<file path="config.mk">
export PLATFORM = sky130hd
export DESIGN_NAME = rtc_xfer_core
export DESIGN_NICKNAME = d
export VERILOG_FILES = /design/src/rtl/rtc_pkg.sv /design/src/rtl/rtc_time_counter.sv /design/src/rtl/rtc_alarm_unit.sv /design/src/rtl/rtc_xfer_core.sv
export SDC_FILE = /design/constraint.sdc
export NUM_CORES = 1
export LEC_CHECK = 0
export ABC_CLOCK_PERIOD_IN_PS = 11400
export BUFFER_PORTS_ARGS = -buffer_cell sky130_fd_sc_hd__buf_2
export CORE_MARGIN = 3
export CORE_UTILIZATION = 65
export DETAILED_ROUTE_END_ITERATION = 7
export PLACE_DENSITY = 0.81
export SETUP_SLACK_MARGIN = 0.2
export SYNTH_ARGS = -nofsm -noshare
export SYNTH_HDL_FRONTEND = slang
export SYNTH_SLANG_ARGS = --single-unit
</file>
<file path="constraint.sdc">
create_clock -name clk -period 11.4 [get_ports clk]
set_clock_uncertainty 0.1 [all_clocks]
set_input_delay 1.14 -clock clk [delete_from_list [all_inputs] [get_ports clk]]
set_output_delay 1.14 -clock clk [all_outputs]
set_load 0.02 [all_outputs]
</file>
<file path="src/rtl/rtc_pkg.sv">
package rtc_pkg;
  localparam int BW  = 8;
  localparam int NTF = 8;
  typedef logic [BW-1:0]           bcd_t;
  typedef bcd_t [NTF-1:0]          tvec_t;

  localparam int F_SEC  = 0;
  localparam int F_MIN  = 1;
  localparam int F_HOUR = 2;
  localparam int F_MDAY = 3;
  localparam int F_WDAY = 4;
  localparam int F_MON  = 5;
  localparam int F_YEAR = 6;
  localparam int F_CENT = 7;

  localparam int A_ALM0 = 8;
  localparam int A_ALM3 = 11;
  localparam int A_ENA  = 12;
  localparam int A_FLAG = 13;
  localparam int A_CTRL = 14;

  localparam int CTRL_RUN = 0;
  localparam int CTRL_INH = 3;
  localparam int ENA_AIE  = 0;
  localparam int ENA_ABE  = 1;

  localparam tvec_t T_RST = {8'h20, 8'h00, 8'h01, 8'h01, 8'h01, 8'h00, 8'h00, 8'h00};

  function automatic bcd_t bcd_inc(bcd_t v);
    if (v[3:0] == 4'd9) return {v[7:4] + 4'd1, 4'd0};
    else                return {v[7:4], v[3:0] + 4'd1};
  endfunction

  function automatic logic [6:0] bcd2bin(bcd_t v);
    return 7'(v[7:4]) * 7'd10 + 7'(v[3:0]);
  endfunction

  function automatic logic is_leap(bcd_t yr, bcd_t ce);
    logic [6:0] yb, cb;
    yb = bcd2bin(yr);
    cb = bcd2bin(ce);
    return (yb[1:0] == 2'd0) && ((yb != 7'd0) || (cb[1:0] == 2'd0));
  endfunction

  function automatic bcd_t month_len(bcd_t mo, logic leap);
    case (mo)
      8'h02:                      return leap ? 8'h29 : 8'h28;
      8'h04, 8'h06, 8'h09, 8'h11: return 8'h30;
      default:                    return 8'h31;
    endcase
  endfunction
endpackage

</file>
<file path="src/rtl/rtc_time_counter.sv">
module rtc_time_counter
  import rtc_pkg::*;
(
  input  logic  clk,
  input  logic  rst_n,
  input  logic  adv,
  input  logic  load,
  input  tvec_t load_val,
  output tvec_t cnt_q,
  output tvec_t cnt_nxt
);
  tvec_t cnt_d;
  logic  cy;

  always_comb begin
    cnt_nxt = cnt_q;
    cy      = 1'b1;
    if (cnt_q[F_SEC] == 8'h59) cnt_nxt[F_SEC] = 8'h00;
    else begin cnt_nxt[F_SEC] = bcd_inc(cnt_q[F_SEC]); cy = 1'b0; end
    if (cy) begin
      if (cnt_q[F_MIN] == 8'h59) cnt_nxt[F_MIN] = 8'h00;
      else begin cnt_nxt[F_MIN] = bcd_inc(cnt_q[F_MIN]); cy = 1'b0; end
    end
    if (cy) begin
      if (cnt_q[F_HOUR] == 8'h23) cnt_nxt[F_HOUR] = 8'h00;
      else begin cnt_nxt[F_HOUR] = bcd_inc(cnt_q[F_HOUR]); cy = 1'b0; end
    end
    if (cy) begin
      cnt_nxt[F_WDAY] = (cnt_q[F_WDAY] == 8'h07) ? 8'h01 : bcd_inc(cnt_q[F_WDAY]);
      if (cnt_q[F_MDAY] == month_len(cnt_q[F_MON], is_leap(cnt_q[F_YEAR], cnt_q[F_CENT])))
        cnt_nxt[F_MDAY] = 8'h01;
      else begin cnt_nxt[F_MDAY] = bcd_inc(cnt_q[F_MDAY]); cy = 1'b0; end
    end
    if (cy) begin
      if (cnt_q[F_MON] == 8'h12) cnt_nxt[F_MON] = 8'h01;
      else begin cnt_nxt[F_MON] = bcd_inc(cnt_q[F_MON]); cy = 1'b0; end
    end
    if (cy) begin
      if (cnt_q[F_YEAR] == 8'h99) cnt_nxt[F_YEAR] = 8'h00;
      else begin cnt_nxt[F_YEAR] = bcd_inc(cnt_q[F_YEAR]); cy = 1'b0; end
    end
    if (cy) begin
      cnt_nxt[F_CENT] = (cnt_q[F_CENT] == 8'h99) ? 8'h00 : bcd_inc(cnt_q[F_CENT]);
    end
  end

  always_comb begin
    cnt_d = cnt_q;
    if (load)     cnt_d = load_val;
    else if (adv) cnt_d = cnt_nxt;
  end

  always_ff @(posedge clk or negedge rst_n) begin
    if (!rst_n) cnt_q <= T_RST;
    else        cnt_q <= cnt_d;
  end
endmodule

</file>
<file path="src/rtl/rtc_alarm_unit.sv">
module rtc_alarm_unit
  import rtc_pkg::*;
#(
  parameter int NALM = 4
) (
  input  logic                    clk,
  input  logic                    rst_n,
  input  logic                    wr_en,
  input  logic [$clog2(NALM)-1:0] wr_sel,
  input  bcd_t                    wr_data,
  input  logic                    adv,
  input  tvec_t                   cnt_nxt,
  output bcd_t [NALM-1:0]         alm_q,
  output logic                    hit
);
  bcd_t [NALM-1:0] alm_d;
  logic [NALM-1:0] fld_eq;

  for (genvar i = 0; i < NALM; i++) begin : g_cmp
    assign fld_eq[i] = (alm_q[i] == cnt_nxt[i]);
  end

  assign hit = adv && (&fld_eq);

  always_comb begin
    alm_d = alm_q;
    if (wr_en) alm_d[wr_sel] = wr_data;
  end

  always_ff @(posedge clk or negedge rst_n) begin
    if (!rst_n) alm_q <= '0;
    else        alm_q <= alm_d;
  end
endmodule

</file>
<file path="src/rtl/rtc_xfer_core.sv">
module rtc_xfer_core
  import rtc_pkg::*;
#(
  parameter int ADDR_W = 4
) (
  input  logic              clk,
  input  logic              rst_n,
  input  logic              sec_tick,
  input  logic [ADDR_W-1:0] bus_addr,
  input  logic [BW-1:0]     bus_wdata,
  input  logic              bus_we,
  input  logic              bus_re,
  output logic [BW-1:0]     bus_rdata,
  output logic              alarm_irq
);
  localparam int NALM = 4;
  localparam int TIW  = $clog2(NTF);
  localparam int AIW  = $clog2(NALM);
  localparam logic [ADDR_W-1:0] AD_NTF  = ADDR_W'(NTF);
  localparam logic [ADDR_W-1:0] AD_ALM0 = ADDR_W'(A_ALM0);
  localparam logic [ADDR_W-1:0] AD_ALM3 = ADDR_W'(A_ALM3);
  localparam logic [ADDR_W-1:0] AD_ENA  = ADDR_W'(A_ENA);
  localparam logic [ADDR_W-1:0] AD_FLAG = ADDR_W'(A_FLAG);
  localparam logic [ADDR_W-1:0] AD_CTRL = ADDR_W'(A_CTRL);

  logic [1:0] rs_q;
  logic       rst_int_n;

  always_ff @(posedge clk or negedge rst_n) begin
    if (!rst_n) rs_q <= 2'b00;
    else        rs_q <= {rs_q[0], 1'b1};
  end
  assign rst_int_n = rs_q[1];

  logic            inh_q, inh_d, run_q, run_d;
  logic            aie_q, aie_d, abe_q, abe_d;
  logic            af_q, af_d, pend_q, pend_d, dirty_q, dirty_d;
  tvec_t           shadow_q, shadow_d;
  logic [BW-1:0]   rdata_d;
  tvec_t           cnt_q, cnt_nxt;
  bcd_t [NALM-1:0] alm_q;
  logic            adv, load, hit;
  logic            wr_time, wr_ctrl, wr_alm, inh_clear;

  assign adv       = sec_tick && run_q;
  assign wr_time   = bus_we && (bus_addr < AD_NTF);
  assign wr_ctrl   = bus_we && (bus_addr == AD_CTRL);
  assign wr_alm    = bus_we && (bus_addr >= AD_ALM0) && (bus_addr <= AD_ALM3);
  assign inh_clear = wr_ctrl && inh_q && !bus_wdata[CTRL_INH];
  assign load      = inh_clear && dirty_q;

  rtc_time_counter u_cnt (
    .clk(clk), .rst_n(rst_int_n), .adv(adv), .load(load),
    .load_val(shadow_q), .cnt_q(cnt_q), .cnt_nxt(cnt_nxt)
  );

  rtc_alarm_unit #(.NALM(NALM)) u_alm (
    .clk(clk), .rst_n(rst_int_n), .wr_en(wr_alm), .wr_sel(bus_addr[AIW-1:0]),
    .wr_data(bus_wdata), .adv(adv), .cnt_nxt(cnt_nxt), .alm_q(alm_q), .hit(hit)
  );

  always_comb begin
    shadow_d = shadow_q;
    if (pend_q) shadow_d = cnt_q;
    else if (wr_time && inh_q) shadow_d[bus_addr[TIW-1:0]] = bus_wdata;

    pend_d = (adv && !inh_q) || (inh_clear && !dirty_q);

    dirty_d = dirty_q;
    if (wr_time && inh_q && !pend_q) dirty_d = 1'b1;
    if (inh_clear)                   dirty_d = 1'b0;

    inh_d = inh_q;
    run_d = run_q;
    if (wr_ctrl) begin
      inh_d = bus_wdata[CTRL_INH];
      run_d = bus_wdata[CTRL_RUN];
    end

    aie_d = aie_q;
    abe_d = abe_q;
    if (bus_we && (bus_addr == AD_ENA)) begin
      aie_d = bus_wdata[ENA_AIE];
      abe_d = bus_wdata[ENA_ABE];
    end

    af_d = af_q;
    if (hit)                                   af_d = 1'b1;
    else if (bus_re && (bus_addr == AD_FLAG))  af_d = 1'b0;

    rdata_d = bus_rdata;
    if (bus_re) begin
      rdata_d = '0;
      if (bus_addr < AD_NTF)                                 rdata_d = shadow_q[bus_addr[TIW-1:0]];
      else if ((bus_addr >= AD_ALM0) && (bus_addr <= AD_ALM3)) rdata_d = alm_q[bus_addr[AIW-1:0]];
      else if (bus_addr == AD_ENA) begin
        rdata_d[ENA_AIE] = aie_q;
        rdata_d[ENA_ABE] = abe_q;
      end
      else if (bus_addr == AD_FLAG) rdata_d[0] = af_q;
      else if (bus_addr == AD_CTRL) begin
        rdata_d[CTRL_INH] = inh_q;
        rdata_d[CTRL_RUN] = run_q;
      end
    end
  end

  always_ff @(posedge clk or negedge rst_int_n) begin
    if (!rst_int_n) begin
      shadow_q  <= T_RST;
      pend_q    <= 1'b0;
      dirty_q   <= 1'b0;
      inh_q     <= 1'b0;
      run_q     <= 1'b1;
      aie_q     <= 1'b0;
      abe_q     <= 1'b0;
      af_q      <= 1'b0;
      bus_rdata <= '0;
    end else begin
      shadow_q  <= shadow_d;
      pend_q    <= pend_d;
      dirty_q   <= dirty_d;
      inh_q     <= inh_d;
      run_q     <= run_d;
      aie_q     <= aie_d;
      abe_q     <= abe_d;
      af_q      <= af_d;
      bus_rdata <= rdata_d;
    end
  end

  assign alarm_irq = af_q && aie_q;
endmodule

</file>
; After elaboration in Yosys (flattened, before gate mapping)
; Cells that the tools add are included.
[op_classes]
n_addsub = 18
n_mul = 2
magnitude_cmp = 7
n_eq_ne = 28
n_mux = 66
reduce_logical = 51
[op_table]
columns = op, count
row1 = 64-bit two-way mux, 4
row2 = 8-bit two-way mux, 27
row3 = 4-bit by 1-bit adder with 4-bit output (second input constant), 16
row4 = 64-bit bitwise mux, 1
row5 = 4-bit == test (second input constant), 11
row6 = 8-bit == test, 5
row7 = 32-bit bitwise mux, 1
row8 = 1-bit two-way mux, 25
row9 = 8-bit binary-select mux with 3-bit select, 1
row10 = 8-bit demux with 3-bit select, 1
row11 = 8-bit by 3-bit == test with 1-bit output (second input constant), 3
row12 = 1-bit logical AND, 20
row13 = 8-bit binary-select mux with 2-bit select, 1
row14 = 8-bit demux with 2-bit select, 1
row15 = 8-bit by 5-bit == test with 1-bit output (second input constant), 2
row16 = 8-bit by 7-bit == test with 1-bit output (second input constant), 2
row17 = 8-bit == test (second input constant), 2
row18 = 16-bit two-way mux, 1
row19 = 8-bit one-hot mux with 2 select lines, 1
row20 = 2-bit nonzero test, 8
row21 = 3-bit AND reduction, 4
row22 = 3-bit nonzero test, 4
row23 = 8-bit by 2-bit == test with 1-bit output (second input constant), 1
row24 = 8-bit by 4-bit == test with 1-bit output (second input constant), 1
row25 = 21 further kinds, 29
[word_totals]
ff_bits = 177
inputBits = 17
output_inout_bits = 9
wordCells = 205

; Longest topological paths before layout
; Gate-level depths: netlist (run 1).
[depth]
ltp_word = 16
ltp_mapped = 15
depth_no_buf = 13

; Cells and area by module
; Synthesis (run 1) repeated with hierarchy kept, for this count alone.
[hier_totals]
cells_unflattened = 1214
hier_area_um2 = 11717.5
[by_module_without_submodules]
columns = mod, n_inst, cells_per_inst, area_each_um2, seq_area_each_um2
row1 = rtc_time_counter, 1, 683, 5567.8, 1606.5
row2 = rtc_xfer_core, 1, 419, 4586.9, 2033.2
row3 = rtc_alarm_unit, 1, 112, 1562.7, 800.8

; Worst setup path after synthesis (run 1)
; Ideal clock, no wire load.
[synth_path]
kind = reg-to-reg
from = reg u_cnt.cnt_q[53] (netlist bit)
to = reg af_q
setup_ns = 0.092
t_arrival_ns = 3.518
required_time_ns = 11.208
slack_ns = 7.690
stages_incl_launch_ff = 15
path_buffers = 1
synth_period_minus_slack_ns = 3.710
cell_sequence = dfrtp_1 > ha_1 > ha_1 > inv_1 > fa_1 > and4b_1 > a211o_1 > o32ai_1 > o31ai_4 > xnor2_1 > buf_4 > mux2i_1 > a22oi_1 > or4_1 > o31ai_2
[synth_between]
elab_chain_len = 15
word_cells_on_any_way = 16
classes_between = add/sub: 1 / mul: 1 / eq/ne: 2 / mux: 6 / reduce/logical: 6
[synth_rtl]
columns = item, line
row1 = "start, declared", rtc_time_counter.sv:9  ; output tvec_t cnt_q,
row2 = "start signal, assigned", rtc_time_counter.sv:55  ; else cnt_q <= cnt_d;
row3 = 4-bit by 3-bit multiplier with 6-bit output (*), rtc_pkg.sv:35  ; return 7'(v[7:4]) * 7'd10 + 7'(v[3:0]);
row4 = 7-bit by 4-bit adder with 7-bit output (*), rtc_pkg.sv:35
row5 = 7-bit nonzero test (*), rtc_pkg.sv:42  ; return (yb[1:0] == 2'd0) && ((yb != 7'd0) || (cb[1:0] == 2'd0));
row6 = 1-bit logical OR (*), rtc_pkg.sv:42
row7 = 1-bit logical AND (*), rtc_pkg.sv:42
row8 = 1-bit two-way mux (*), rtc_pkg.sv:47  ; 8'h02: return leap ? 8'h29 : 8'h28;
row9 = 8-bit one-hot mux with 2 select lines (*), rtc_pkg.sv:46  ; case (mo)
row10 = 8-bit two-way mux (*), rtc_time_counter.sv:28  ; if (cy) begin
row11 = 8-bit == test (*), rtc_time_counter.sv:30  ; if (cnt_q[F_MDAY] == month_len(cnt_q[F_MON], is_leap(cnt_q[F_YEAR], cnt_q[F_CENT])))
row12 = 8-bit two-way mux (*), rtc_time_counter.sv:30
row13 = 16-bit two-way mux (*), rtc_time_counter.sv:28
row14 = 8-bit == test (*), rtc_alarm_unit.sv:20  ; assign fld_eq[i] = (alm_q[i] == cnt_nxt[i]);
row15 = 4-bit AND reduction (*), rtc_alarm_unit.sv:23  ; assign hit = adv && (&fld_eq);
row16 = 1-bit logical AND (*), rtc_alarm_unit.sv:23
row17 = 1-bit two-way mux / 2-bit nonzero test (equally long branches), --
row18 = "end signal, assigned", rtc_xfer_core.sv:117  ; af_q <= 1'b0;
row19 = "end signal, assigned", rtc_xfer_core.sv:127  ; af_q <= af_d;
row20 = "end, declared", rtc_xfer_core.sv:37  ; logic af_q, af_d, pend_q, pend_d, dirty_q, dirty_d;
; Every way passes the cells marked *; elsewhere a longest branch is shown, timed or not. The select of a mux whose other input is x is not followed.
; A chain may end at the register's enable or synchronous reset.

; Worst setup path after layout (run 1)
[layout_path]
from = reg u_cnt.cnt_q[53] (netlist bit)
to = reg u_cnt.cnt_q[63] (netlist bit)
[layout_between]
elab_chain_len = 15
word_cells_on_any_way = 17
classes_between = add/sub: 1 / mul: 1 / eq/ne: 2 / mux: 8 / reduce/logical: 5
[layout_rtl]
columns = item, line
row1 = 4-bit by 3-bit multiplier with 6-bit output, rtc_pkg.sv:35
row2 = 7-bit by 4-bit adder with 7-bit output, rtc_pkg.sv:35
row3 = 7-bit nonzero test, rtc_pkg.sv:42
row4 = 1-bit logical OR, rtc_pkg.sv:42
row5 = 1-bit logical AND, rtc_pkg.sv:42
row6 = 1-bit two-way mux, rtc_pkg.sv:47
row7 = 8-bit one-hot mux with 2 select lines, rtc_pkg.sv:46
row8 = 8-bit two-way mux, rtc_time_counter.sv:28
row9 = 8-bit == test, rtc_time_counter.sv:30
row10 = 1-bit two-way mux, rtc_time_counter.sv:30
row11 = 1-bit two-way mux, rtc_time_counter.sv:28
row12 = 1-bit two-way mux, rtc_time_counter.sv:34  ; if (cy) begin
row13 = 1-bit two-way mux (*), rtc_time_counter.sv:38  ; if (cy) begin
row14 = 2-bit nonzero test (no source line) (*), --
row15 = 3-bit AND reduction (no source line) (*), --
; Marks and branches as above.

==> reports/metrics.yaml, run 1 <==
synth:
  synth_top_area_share_pct: 37.7
  synth_nets: 1253
  yosysTopAreaCell: "dfrtp_1"
  syn_area_per_cell_um2: 9.32
  synth-main-ff-cell: "dfrtp_1"
  synthArstFlopShare_pct: 100
  synth-seq-area-share_pct: 39.8
  yosysWarnings: 0
  yosys_register_bits: 177
  synth_common_cells: "dfrtp_1 (168), nand2_1 (154), o21ai_0 (136)"
  syn_inst: 1198
  synth.distinct_cells: 72
  synth_area_um2: 11200
  netlist_top_cells_area: "dfrtp_1 (38%), mux2i_1 (7.6%), o21ai_0 (6.1%)"
  synth_edf_count: 0
  synth.most_common_cell: "dfrtp_1"
clock_tree:
  cts_tree: "yes"
  cts_num_sinks: 177
  cts_buffers: 17
  htreeDepth: 4
  cts_hold_buf: 0
  postCtsSetupRepairBufs: 0
  cts-root-buf: "clkbuf_16"
  cts_resized: 0
  clockBufferDepth: 2
  clk_pin_slew_ns: 0.06
  worstSkewPairLatency_ns: 0.44
pwr:
  ir_drop_v: 0.000108
  pwr-share-seq_pct: 48.9
  p_comb_share_pct: 22.4
  netSwitchingPower_uw: 675
  p_int_mw: 1.25
  switching_share_pct: 35.0
  pwr-share-clk_pct: 28.7
  power.total_mw: 1.93
  powerDensity_nw_per_um2: 162
  p_leak_nw: 4.98
run_status:
  status: "finished, final reports clean"
floorplan:
  io_pins: 26
  core_um2: 16700
  die_w_um: 137
  start_util_pct: 66.8
  die_h_um: 137
  die_area_um2: 18800
  rows: 47
finish:
  drive_gt1_share_pct: 12.2
  fin_util_pct: 71.2
  antenna_cells: 0
  nets: 1232
  areaGrowthSynthToFinish_pct: 6.51
routing:
  dr.first_iter.drc_count: 1233
  dr.pass1.iters: 6
  drt-wirelength-per-cell_um: 22.4
  drc: 0
  via_per_inst: 6.81
  vias: 9599
  routed_wl_um: 31500
  antenna_left: 0
hold_path:
  hold_path.class: "reg -> async"
sta:
  fin_setup_tns_ns: 0
  max_slew.worst_pin.slew_ns: 1.18
  fin_crit_ns: 5.06
  max-slew-margin-rel_pct: 20.5
  finalSetupViolations: 0
  maxSlewViolCount: 0
  fin_crit_sh_pct: 44.4
  fmaxAchievable_mhz: 198
  timing.final.hold_violations: 0
  rsz0062_at_grt: "no"
critical_path:
  critical_path_buf_inv_count: 1
  cp_slowest_cell: "xnor2_1"
  worstPathArrival_ns: 5.29
  crit_required_ns: 11.63
  worstSetupEndpointType: "register"
  path_cells: "ha_1, ha_1, inv_1, fa_1, and4b_1, a211o_1, o32ai_1, o31ai_4, xnor2_1, nor3_1, a31oi_1, nor2_1, o22a_1"
  worstSetupPathType: "reg -> reg"
  crit_fanout: 14
  path_common_cell: "ha_1"
  critical-path-max-stage-delay_ns: 0.95
  cp_top_family: "compound AO/OA/AOI/OAI gates"
  startpoint_type: "register"
global_route:
  gr-total-overflow: 0
  grt_pass1_wl_um: 49800
  grt_usage_pct: 34.9
  antenna_found_initial: 1
  first_global_vias: 8846
  grt_max_degree: 130
flow_run:
  maxCapViolCount: 0
placed_design:
  gp_congestion: 0.989
  hpwl_um: 22000
  numPortBuffers: 25
==> worst paths after layout <==
check | start | to | slack, ns | cells past startpoint
worst max-delay path | u_cnt.cnt_q[53] | u_cnt.cnt_q[63] | 6.34 | 13
worst min register to register | rs_q[1] | u_cnt.cnt_q[63] | 0.19 | 0
min in group clk | rs_q[0] | rs_q[1] | 0.25 | 0
max in group asynchronous | rs_q[1] | shadow_q[15] | 9.66 | 1
worst min-delay path | rs_q[1] | u_cnt.cnt_q[63] | 0.19 | 0
worst max register to register | u_cnt.cnt_q[53] | u_cnt.cnt_q[63] | 6.34 | 13
==> layout by cell type (no fill, tap or decap), types with 10 or more instances in the layout <==
| cell | n |
|---|---|
| dfrtp_1 | 166 |
| nand2_1 | 154 |
| o21ai_0 | 136 |
| mux2i_1 | 85 |
| nor2_1 | 83 |
| a21oi_1 | 62 |
| mux2_2 | 38 |
| nor3_1 | 37 |
| ha_1 | 36 |
| inv_1 | 33 |
| nand3_1 | 31 |
| mux4_2 | 25 |
| buf_2 | 25 |
| xnor2_1 | 24 |
| a31oi_1 | 17 |
| xor2_1 | 17 |
| clkbuf_16 | 17 |
| a211oi_1 | 11 |
| nor2b_1 | 10 |
| nor4_1 | 10 |
==> final cells by class <==
cell class / count / area, um2
fillers: 1324 / 4810
multi-input cells: 915 / 6310
repair buffers: 33 / 185
inverters: 33 / 124
clock inverters: 10 / 78.8
flip-flops and latches: 177 / 4450
clock buffers: 21 / 470
well taps: 220 / 275
==> per-stage QoR <==
step | instances | hold WS, ns | setup slack (ns) | instance area (um2)
6_report | 1409 | 0.191 | 6.34 | 11900
5_1_grt | 1409 | 0.232 | 6.09 | 11900
4_1_cts | 1409 | 0.211 | 6.42 | 11900
3_5_place_dp | 1378 | 0.203 | 6.45 | 11300
3_3_place_gp | 1378 | 0.204 | 6.56 | 11300
2_1_floorplan | 1198 | 0.231 | 6.02 | 11200
==> power by group through the flow <==
stage / Clock (mW) / Sequential (mW) / Combinational (mW)
after detailed placement: 0 / 0.941 / 0.421
after global routing: 0.580 / 0.956 / 0.473
after global placement: 0 / 0.935 / 0.406
after floorplan: 0 / 0.861 / 0.336
after CTS: 0.558 / 0.932 / 0.425
final: 0.553 / 0.942 / 0.431
==> flip-flops by register name (all words and copies together), names as in the netlist, 2 cells and up <==
register     flops
u_alm.alm_q     32
bus_rdata        8
u_cnt.cnt_q     64
shadow_q        64
rs_q             2
==> metal layers <==
| metal | wire length [um] | global-route usage, % | vias to the layer above |
|---|---|---|---|
| li1 | - | - | 4284 |
| met1 | 12800 | 51.2 | 4678 |
| met2 | 13600 | 49.6 | 554 |
| met3 | 3960 | 9.45 | 81 |
| met4 | 1120 | 13.4 | 2 |
| met5 | 13 | 0 | - |
==> logic make-up (layout without fill, tap and decap cells) <==
group / Yosys count / in the layout / synth area share (%)
other: 1 / 1 / 0.0336
flip-flops: 177 / 177 / 39.8
XOR/XNOR: 41 / 41 / 3.22
AO/OA/AOI/OAI: 287 / 287 / 15.2
buffers and inverters: 106 / 97 / 3.72
adder cells (fa/ha/maj): 39 / 39 / 4.48
AND/OR/NAND/NOR: 398 / 398 / 16.9
multiplexers: 149 / 149 / 16.6
(Power assumes the default switching activity.)
==> inputs of run 2 (changes only) <==
--- a/config.mk
+++ b/config.mk
@@ -5,12 +5,12 @@
 export SDC_FILE = /design/constraint.sdc
 export NUM_CORES = 1
 export LEC_CHECK = 0
-export ABC_CLOCK_PERIOD_IN_PS = 11400
+export ABC_CLOCK_PERIOD_IN_PS = 4260
 export BUFFER_PORTS_ARGS = -buffer_cell sky130_fd_sc_hd__buf_2
 export CORE_MARGIN = 3
-export CORE_UTILIZATION = 65
+export CORE_UTILIZATION = 58
 export DETAILED_ROUTE_END_ITERATION = 7
-export PLACE_DENSITY = 0.81
+export PLACE_DENSITY = 0.77
 export SETUP_SLACK_MARGIN = 0.2
 export SYNTH_ARGS = -nofsm -noshare
 export SYNTH_HDL_FRONTEND = slang
==> constraint.sdc (replaced) <==
create_clock -name clk -period 4.26 [get_ports clk]
set_clock_uncertainty 0.1 [all_clocks]
set_input_delay 0.426 -clock clk [delete_from_list [all_inputs] [get_ports clk]]
set_output_delay 0.426 -clock clk [all_outputs]
set_load 0.02 [all_outputs]
==> run 2 against run 1 <==
  * Design area increased by 2.6%
  * Clock power rose to 2.8 times the previous value
  * First-iteration DRC count is 21% lower
  * Utilization shrank 6.4 points
  * Combinational power rose to 2.8 times the previous value
  * Sequential share of layout area is 0.94 points lower
==> reports/metrics.yaml, run 2 (same netlist as run 1, synthesis figures left out) <==
routing:
  wl_met3_um: 3370  # -15%
  routed.top_layer: "met4"
  via_per_inst: 6.55  # -3.8%
  drc: 0  # unchanged
  dr.first_iter.drc_count: 974  # -21%
  routed_wl_um: 33200  # +5.3%
  drt-wirelength-per-cell_um: 22.6  # +0.88%
  dr.pass1.iters: 5  # -1
  vias: 9638  # +0.41%
  antenna_left: 0  # unchanged
  wl_met1_um: 13000  # +1.6%
  wl_met2_um: 15400  # +13%
critical_path:
  startpoint_type: "register"
  crit_fanout: 14  # unchanged
  r2r_start: "u_cnt.cnt_q[55]"
  cp_top_family: "adder cells"
  worstSetupPathType: "reg -> reg"
  crit_start: "u_cnt.cnt_q[55]"
  critical_path_buf_inv_count: 3  # +2
  critical-path-max-stage-delay_ns: 0.48  # -0.47 ns
  worstSetupEndpointType: "register"
  crit_required_ns: 4.54  # -7.09 ns
  worstPathArrival_ns: 4.28  # -1.01 ns
  cp_slowest_cell: "fa_2"
  path_cells: "ha_1, ha_1, inv_1, fa_2, and4b_1, a211o_1, o32ai_2, o31ai_4, xnor2_2, buf_4, nor3_1, a31oi_1, buf_4, nor3_1, o22a_1"
sta:
  timing.final.hold_violations: 0  # unchanged
  maxSlewViolCount: 0  # unchanged
  finalSetupViolations: 0  # unchanged
  max-slew-margin-rel_pct: 29.5  # +9.0 points
  fin_crit_sh_pct: 93.9  # +50 points
  fin_crit_ns: 4.00  # -1.06 ns
  rsz0062_at_grt: "yes"
  whs_ns: 0.195  # +0.00331 ns
  fin_ws_ns: 0.259  # -6.08 ns
  max_slew.worst_pin.slew_ns: 1.05  # -0.130 ns
  fin_setup_tns_ns: 0  # unchanged
  fmaxAchievable_mhz: 250  # +27%
pwr:
  netSwitchingPower_mw: 1.87  # +180%
  switching_share_pct: 35.8  # +0.76 points
  power.total_mw: 5.22  # +170%
  p_int_mw: 3.35  # +170%
  ir_drop_v: 0.000295  # +170%
  pwr-share-clk_pct: 29.4  # +0.7 points
  p_comb_share_pct: 22.7  # +0.3 points
  powerDensity_nw_per_um2: 428  # +160%
  pwr-share-seq_pct: 47.9  # -1.0 points
  p_leak_nw: 5.11  # +2.6%
clock_tree:
  cts-root-buf: "clkbuf_16"
  clockBufferDepth: 2  # unchanged
  cts_num_sinks: 177  # unchanged
  worstSkewPairLatency_ns: 0.44  # about the same
  htreeDepth: 4  # unchanged
  cts_buffers: 17  # unchanged
  clk_pin_slew_ns: 0.07  # about the same
  cts_tree: "yes"
flow_run:
  maxCapViolCount: 0  # unchanged
placed_design:
  numPortBuffers: 25  # unchanged
  dpl_worst_slack_ns: 0.215  # -6.24 ns
  hpwl_um: 23400  # +6.4%
  gp_congestion: 0.962  # -2.8%
hold_path:
  hold_path.class: "in -> async"
global_route:
  grt_pass1_wl_um: 51500  # +3.4%
  grt_usage_pct: 32.4  # -2.6 points
  antenna_found_initial: 0  # -1
  grt_max_degree: 81  # -38%
  gr-total-overflow: 0  # unchanged
  first_global_vias: 8920  # +0.84%
finish:
  drive_gt1_share_pct: 14.7  # +2.5 points
  reg_top3: "shadow_q: 64 flops, u_cnt.cnt_q: 64 flops, u_alm.alm_q: 32 flops"
  final_cell_mix: "dfrtp_1 (165), nand2_1 (154), o21ai_0 (136), mux2i_1 (85), nor2_1 (82)"
  fin_util_pct: 64.8  # -6.4 points
  antenna_cells: 0  # unchanged
  areaGrowthSynthToFinish_pct: 9.29
  fill_cells: 1541  # +16%
  nets: 1253  # +1.7%
  final_common_cell: "dfrtp_1"
floorplan:
  die_w_um: 145  # +5.6%
  die_h_um: 145  # +5.6%
  io_pins: 26  # unchanged
  core_um2: 18800  # +13%
  start_util_pct: 59.3  # -7.6 points
  rows: 50  # +6.4%
  die_area_um2: 20900  # +12%
run_status:
  status: "finished, final reports clean"
[run 2: changes by cell type in the layout (fill, tap and decap cells not counted), sizes merged]
cell         change
buf             +20
clkbuf           -4
clkinvlp         -2
dlygate4sd3      +1
inv              +7
[run 2: worst register-to-register path, stage by stage (launching register included)]
cell	delay, ns
dfrtp_2	0.46
ha_1	0.31
ha_1	0.21
inv_1	0.07
fa_2	0.48
and4b_1	0.21
a211o_1	0.32
o32ai_2	0.17
o31ai_4	0.15
xnor2_2	0.18
buf_4	0.17
nor3_1	0.38
a31oi_1	0.17
buf_4	0.22
nor3_1	0.20
o22a_1	0.16
[run 2: routing by layer]
layer | vias up | global-route usage (%)
li1 | 4354 | -
met5 | - | 0
met2 | 498 | 51.0
met4 | 0 | 13.4
met1 | 4678 | 43.3
met3 | 108 | 7.69
[run 2: area by class of cell]
type / count / area, um2 / area share (%)
Clock inverter: 15 / 138 / 1.13
Sequential cell: 177 / 4450 / 36.5
Clock buffer: 17 / 425 / 3.49
Inverter: 33 / 124 / 1.02
Tap cell: 260 / 325 / 2.67
Timing Repair Buffer: 54 / 358 / 2.93
Multi-Input combinational cell: 915 / 6380 / 52.3
[run 2: timing repair]
action	in CTS	in global routing
gates resized for setup	1	12
buffers inserted	0	0
pin swaps	0	2
hold buffers	1	0
setup endpoints to repair	1	15
endpoints found under the hold margin	2	0
[run 2: power groups by stage]
stage          logic (mW)  registers (mW)  clock network [mW]
2_1_floorplan       0.900            2.30                   0
3_3_place_gp         1.12            2.50                   0
3_5_place_dp         1.16            2.51                   0
4_1_cts              1.17            2.48                1.54
5_1_grt              1.31            2.54                1.61
6_report             1.19            2.50                1.54
[run 2: stage by stage]
step | cell area (um2) | cells
global route | 12200 | 1471
finish | 12200 | 1471
CTS | 12100 | 1471
floorplan | 11200 | 1198
detailed placement | 11600 | 1438
global placement | 11600 | 1438
[run 2: path summary, 6_finish.rpt]
| kind | endpoint | slack, ns | cells after the start |
|---|---|---|---|
| hold reg to reg | rs_q[1] | 0.26 | 0 |
| hold / removal | rs_q[1] | 0.19 | 2 |
| setup / recovery | u_cnt.cnt_q[62] | 0.26 | 15 |
| setup reg to reg | u_cnt.cnt_q[62] | 0.26 | 15 |
| max in group asynchronous | shadow_q[40] | 2.72 | 1 |
| min in group clk | bus_rdata[5] | 0.25 | 2 |
==> inputs of run 3 (changes only) <==
==> constraint.sdc (replaced) <==
create_clock -name clk -period 4.26 [get_ports clk]
set_clock_uncertainty 0.1 [all_clocks]
set_input_delay 0.213 -clock clk [delete_from_list [all_inputs] [get_ports clk]]
set_output_delay 0.213 -clock clk [all_outputs]
set_load 0.02 [all_outputs]
==> run 3 against run 2 <==
  * Sequential power is essentially flat
  * Worst hold slack lost 0.16 ns
  * Utilization grew 0.33 points
  * Global-route usage increased by 0.60 points
  * Non-clock buffer count rose by 8
  * First-iteration DRC count is 12% higher
  * Largest cell class unchanged
  * Register-to-register slack gained 0.15 ns
  * Critical path depth down 1
  * Sequential share of layout area fell by 0.20 points
  * Design area up 0.51%
  * Critical path type unchanged
  * Setup slack improved by 0.15 ns
==> reports/metrics.yaml, run 3 (same netlist as run 1, synthesis figures left out) <==
run_status:
  status: "finished, final reports clean"
global_route:
  antenna_found_initial: 0  # unchanged
  grt_pass1_wl_um: 52600  # +2.3%
  gr-total-overflow: 0  # unchanged
  grt_max_degree: 98  # +21%
  first_global_vias: 9260  # +3.8%
  grt_usage_pct: 32.9  # +0.60 points
placed_design:
  numPortBuffers: 25  # unchanged
  hpwl_um: 23700  # +1.3%
  place_area_um2: 11600  # +0.19%
  gp_congestion: 1.03  # +7.0%
hold_path:
  holdPathEnd: "bus_rdata[4]"
  hold_start: "bus_re"
  holdPathStages: 2
  hold_path.class: "in -> reg"
sta:
  timing.final.hold_violations: 0  # unchanged
  max-slew-margin-rel_pct: 29.0  # -0.50 points
  rsz0062_at_grt: "yes"
  fin_crit_sh_pct: 90.5  # -3.4 points
  fmaxAchievable_mhz: 259  # +3.8%
  max_slew.worst_pin.slew_ns: 1.06  # +0.00746 ns
  fin_setup_tns_ns: 0  # unchanged
  finalSetupViolations: 0  # unchanged
  maxSlewViolCount: 0  # unchanged
  fin_crit_ns: 3.85  # -0.147 ns
clock_tree:
  clockBufferDepth: 2  # unchanged
  worstSkewPairLatency_ns: 0.44  # about the same
  clk_pin_slew_ns: 0.07  # about the same
  cts_buffers: 17  # unchanged
  cts_tree: "yes"
  cts-root-buf: "clkbuf_16"
  cts_num_sinks: 177  # unchanged
  htreeDepth: 4  # unchanged
floorplan:
  rows: 50  # unchanged
  die_w_um: 145  # unchanged
  start_util_pct: 59.3  # unchanged
  core_um2: 18800  # unchanged
  io_pins: 26  # unchanged
  die_h_um: 145  # unchanged
  die_area_um2: 20900  # unchanged
finish:
  reg_top3: "shadow_q: 64 flops, u_cnt.cnt_q: 64 flops, u_alm.alm_q: 32 flops"
  areaGrowthSynthToFinish_pct: 9.85
  stdcell_area_um2: 12300  # +0.51%
  drive_gt1_share_pct: 14.6  # -0.096 points
  final_cell_mix: "dfrtp_1 (166), nand2_1 (154), o21ai_0 (136), mux2i_1 (85), nor2_1 (83)"
  final_common_cell: "dfrtp_1"
  nets: 1261  # +0.64%
critical_path:
  r2r_start: "u_cnt.cnt_q[53]"
  rrSetupSlack_ns: 0.41  # +0.15 ns
  critical_path_buf_inv_count: 2  # -1
  critical-path-max-stage-delay_ns: 0.53  # +0.05 ns
  worst_r2r_endpoint: "af_q"
  rr_worst_depth: 14  # -1
  crit_fanout: 10  # -4
  path_common_cell: "ha_1"
  cp_slowest_cell: "or4_1"
  worstSetupEndpointType: "register"
  cp_top_family: "adder cells"
  path_cells: "ha_1, ha_1, inv_1, fa_1, and4b_1, a211o_1, o32ai_2, o31ai_4, xnor2_1, buf_4, o2bb2ai_1, and3_1, or4_1, o31ai_2"
  crit_required_ns: 4.50  # -0.04 ns
  worstSetupPathType: "reg -> reg"
  startpoint_type: "register"
  worstPathArrival_ns: 4.10  # -0.18 ns
flow_run:
  maxCapViolCount: 0  # unchanged
routing:
  drt-wirelength-per-cell_um: 22.9  # +1.4%
  routed_wl_um: 33800  # +2.0%
  vias: 9680  # +0.44%
  via_per_inst: 6.54  # -0.17%
  drc: 0  # unchanged
  dr.pass1.iters: 5  # unchanged
  antenna_left: 0  # unchanged
  dr.first_iter.drc_count: 1089  # +12%
pwr:
  ir_drop_v: 0.000321  # +8.6%
  p_leak_nw: 5.16  # +1.0%
  powerDensity_nw_per_um2: 434  # +1.4%
  power.total_mw: 5.32  # +1.9%
-- run 3: cell count changes in the layout (fill, tap and decap cells not counted), sizes merged --
cell,change
buf,+7
bufinv,+2
dlygate4sd3,+1
inv,-4
clkinv,+2
diode,+1
-- run 3: metrics by stage --
stage / cells / utilization [%] / setup WS, ns / hold slack, ns
after global placement: 1441 / 61.5 / 0.245 / -0.101
after global routing: 1479 / 65.1 / 0.189 / 0.0460
final: 1480 / 65.1 / 0.406 / 0.0329
after CTS: 1475 / 64.8 / 0.242 / 0.0264
after detailed placement: 1441 / 61.5 / 0.157 / -0.0996
after floorplan: 1198 / - / 0.550 / -0.183
-- run 3: power breakdown --
group	switching [mW]	internal [mW]	leakage (nW)	total, mW
sequential	0.497	2.01	2.27	2.51
combinational	0.625	0.566	2.60	1.19
clock	0.744	0.885	0.291	1.63
-- run 3: metal layers --
metal / share of wire, % / GRT usage, %
met4: 5.0 / 14.8
met1: 40 / 43.9
met2: 46 / 51.4
met3: 9.3 / 8.08
met5: 0 / 0
-- run 3: worst register-to-register path: cells and delay by family, from the launching register on --
family	cells	cell delay [ns]
AOI/OAI and AO/OA	5	0.93
xor gates and xnor gates	1	0.20
adders and majority gates	3	0.95
buffers and inverters	2	0.29
DFF	1	0.38
and+or+nand+nor	3	0.92
-- run 3: layout make-up --
type                            count  area (um2)
Antenna cell                        1        2.50
Fill cell                        1541        6570
Clock inverter                     15         176
Inverter                           33         124
Tap cell                          260         325
Timing Repair Buffer               62         420
Multi-Input combinational cell    915        6340
Clock buffer                       17         425
Sequential cell                   177        4450
-- run 3: how the worst max path moves through the flow --
stage                         start         endpoint  slack, ns  cells after the start
detailed placement  u_cnt.cnt_q[53]  u_cnt.cnt_q[63]       0.16                     13
global route        u_cnt.cnt_q[53]             af_q       0.19                     14
CTS                 u_cnt.cnt_q[53]  u_cnt.cnt_q[54]       0.24                     14
floorplan           u_cnt.cnt_q[53]             af_q       0.55                     14
global placement    u_cnt.cnt_q[53]  u_cnt.cnt_q[63]       0.24                     13
finish              u_cnt.cnt_q[53]             af_q       0.41                     14
-- run 3: what timing repair did --
action / in CTS / in global routing
setup buffers: 0 / 4
pin swaps: 0 / 2
cloned: 0 / 0
hold endpoints to repair: 2 / 0
endpoints found under the setup margin: 1 / 15
gates resized for setup: 1 / 4
hold buffers: 2 / 0
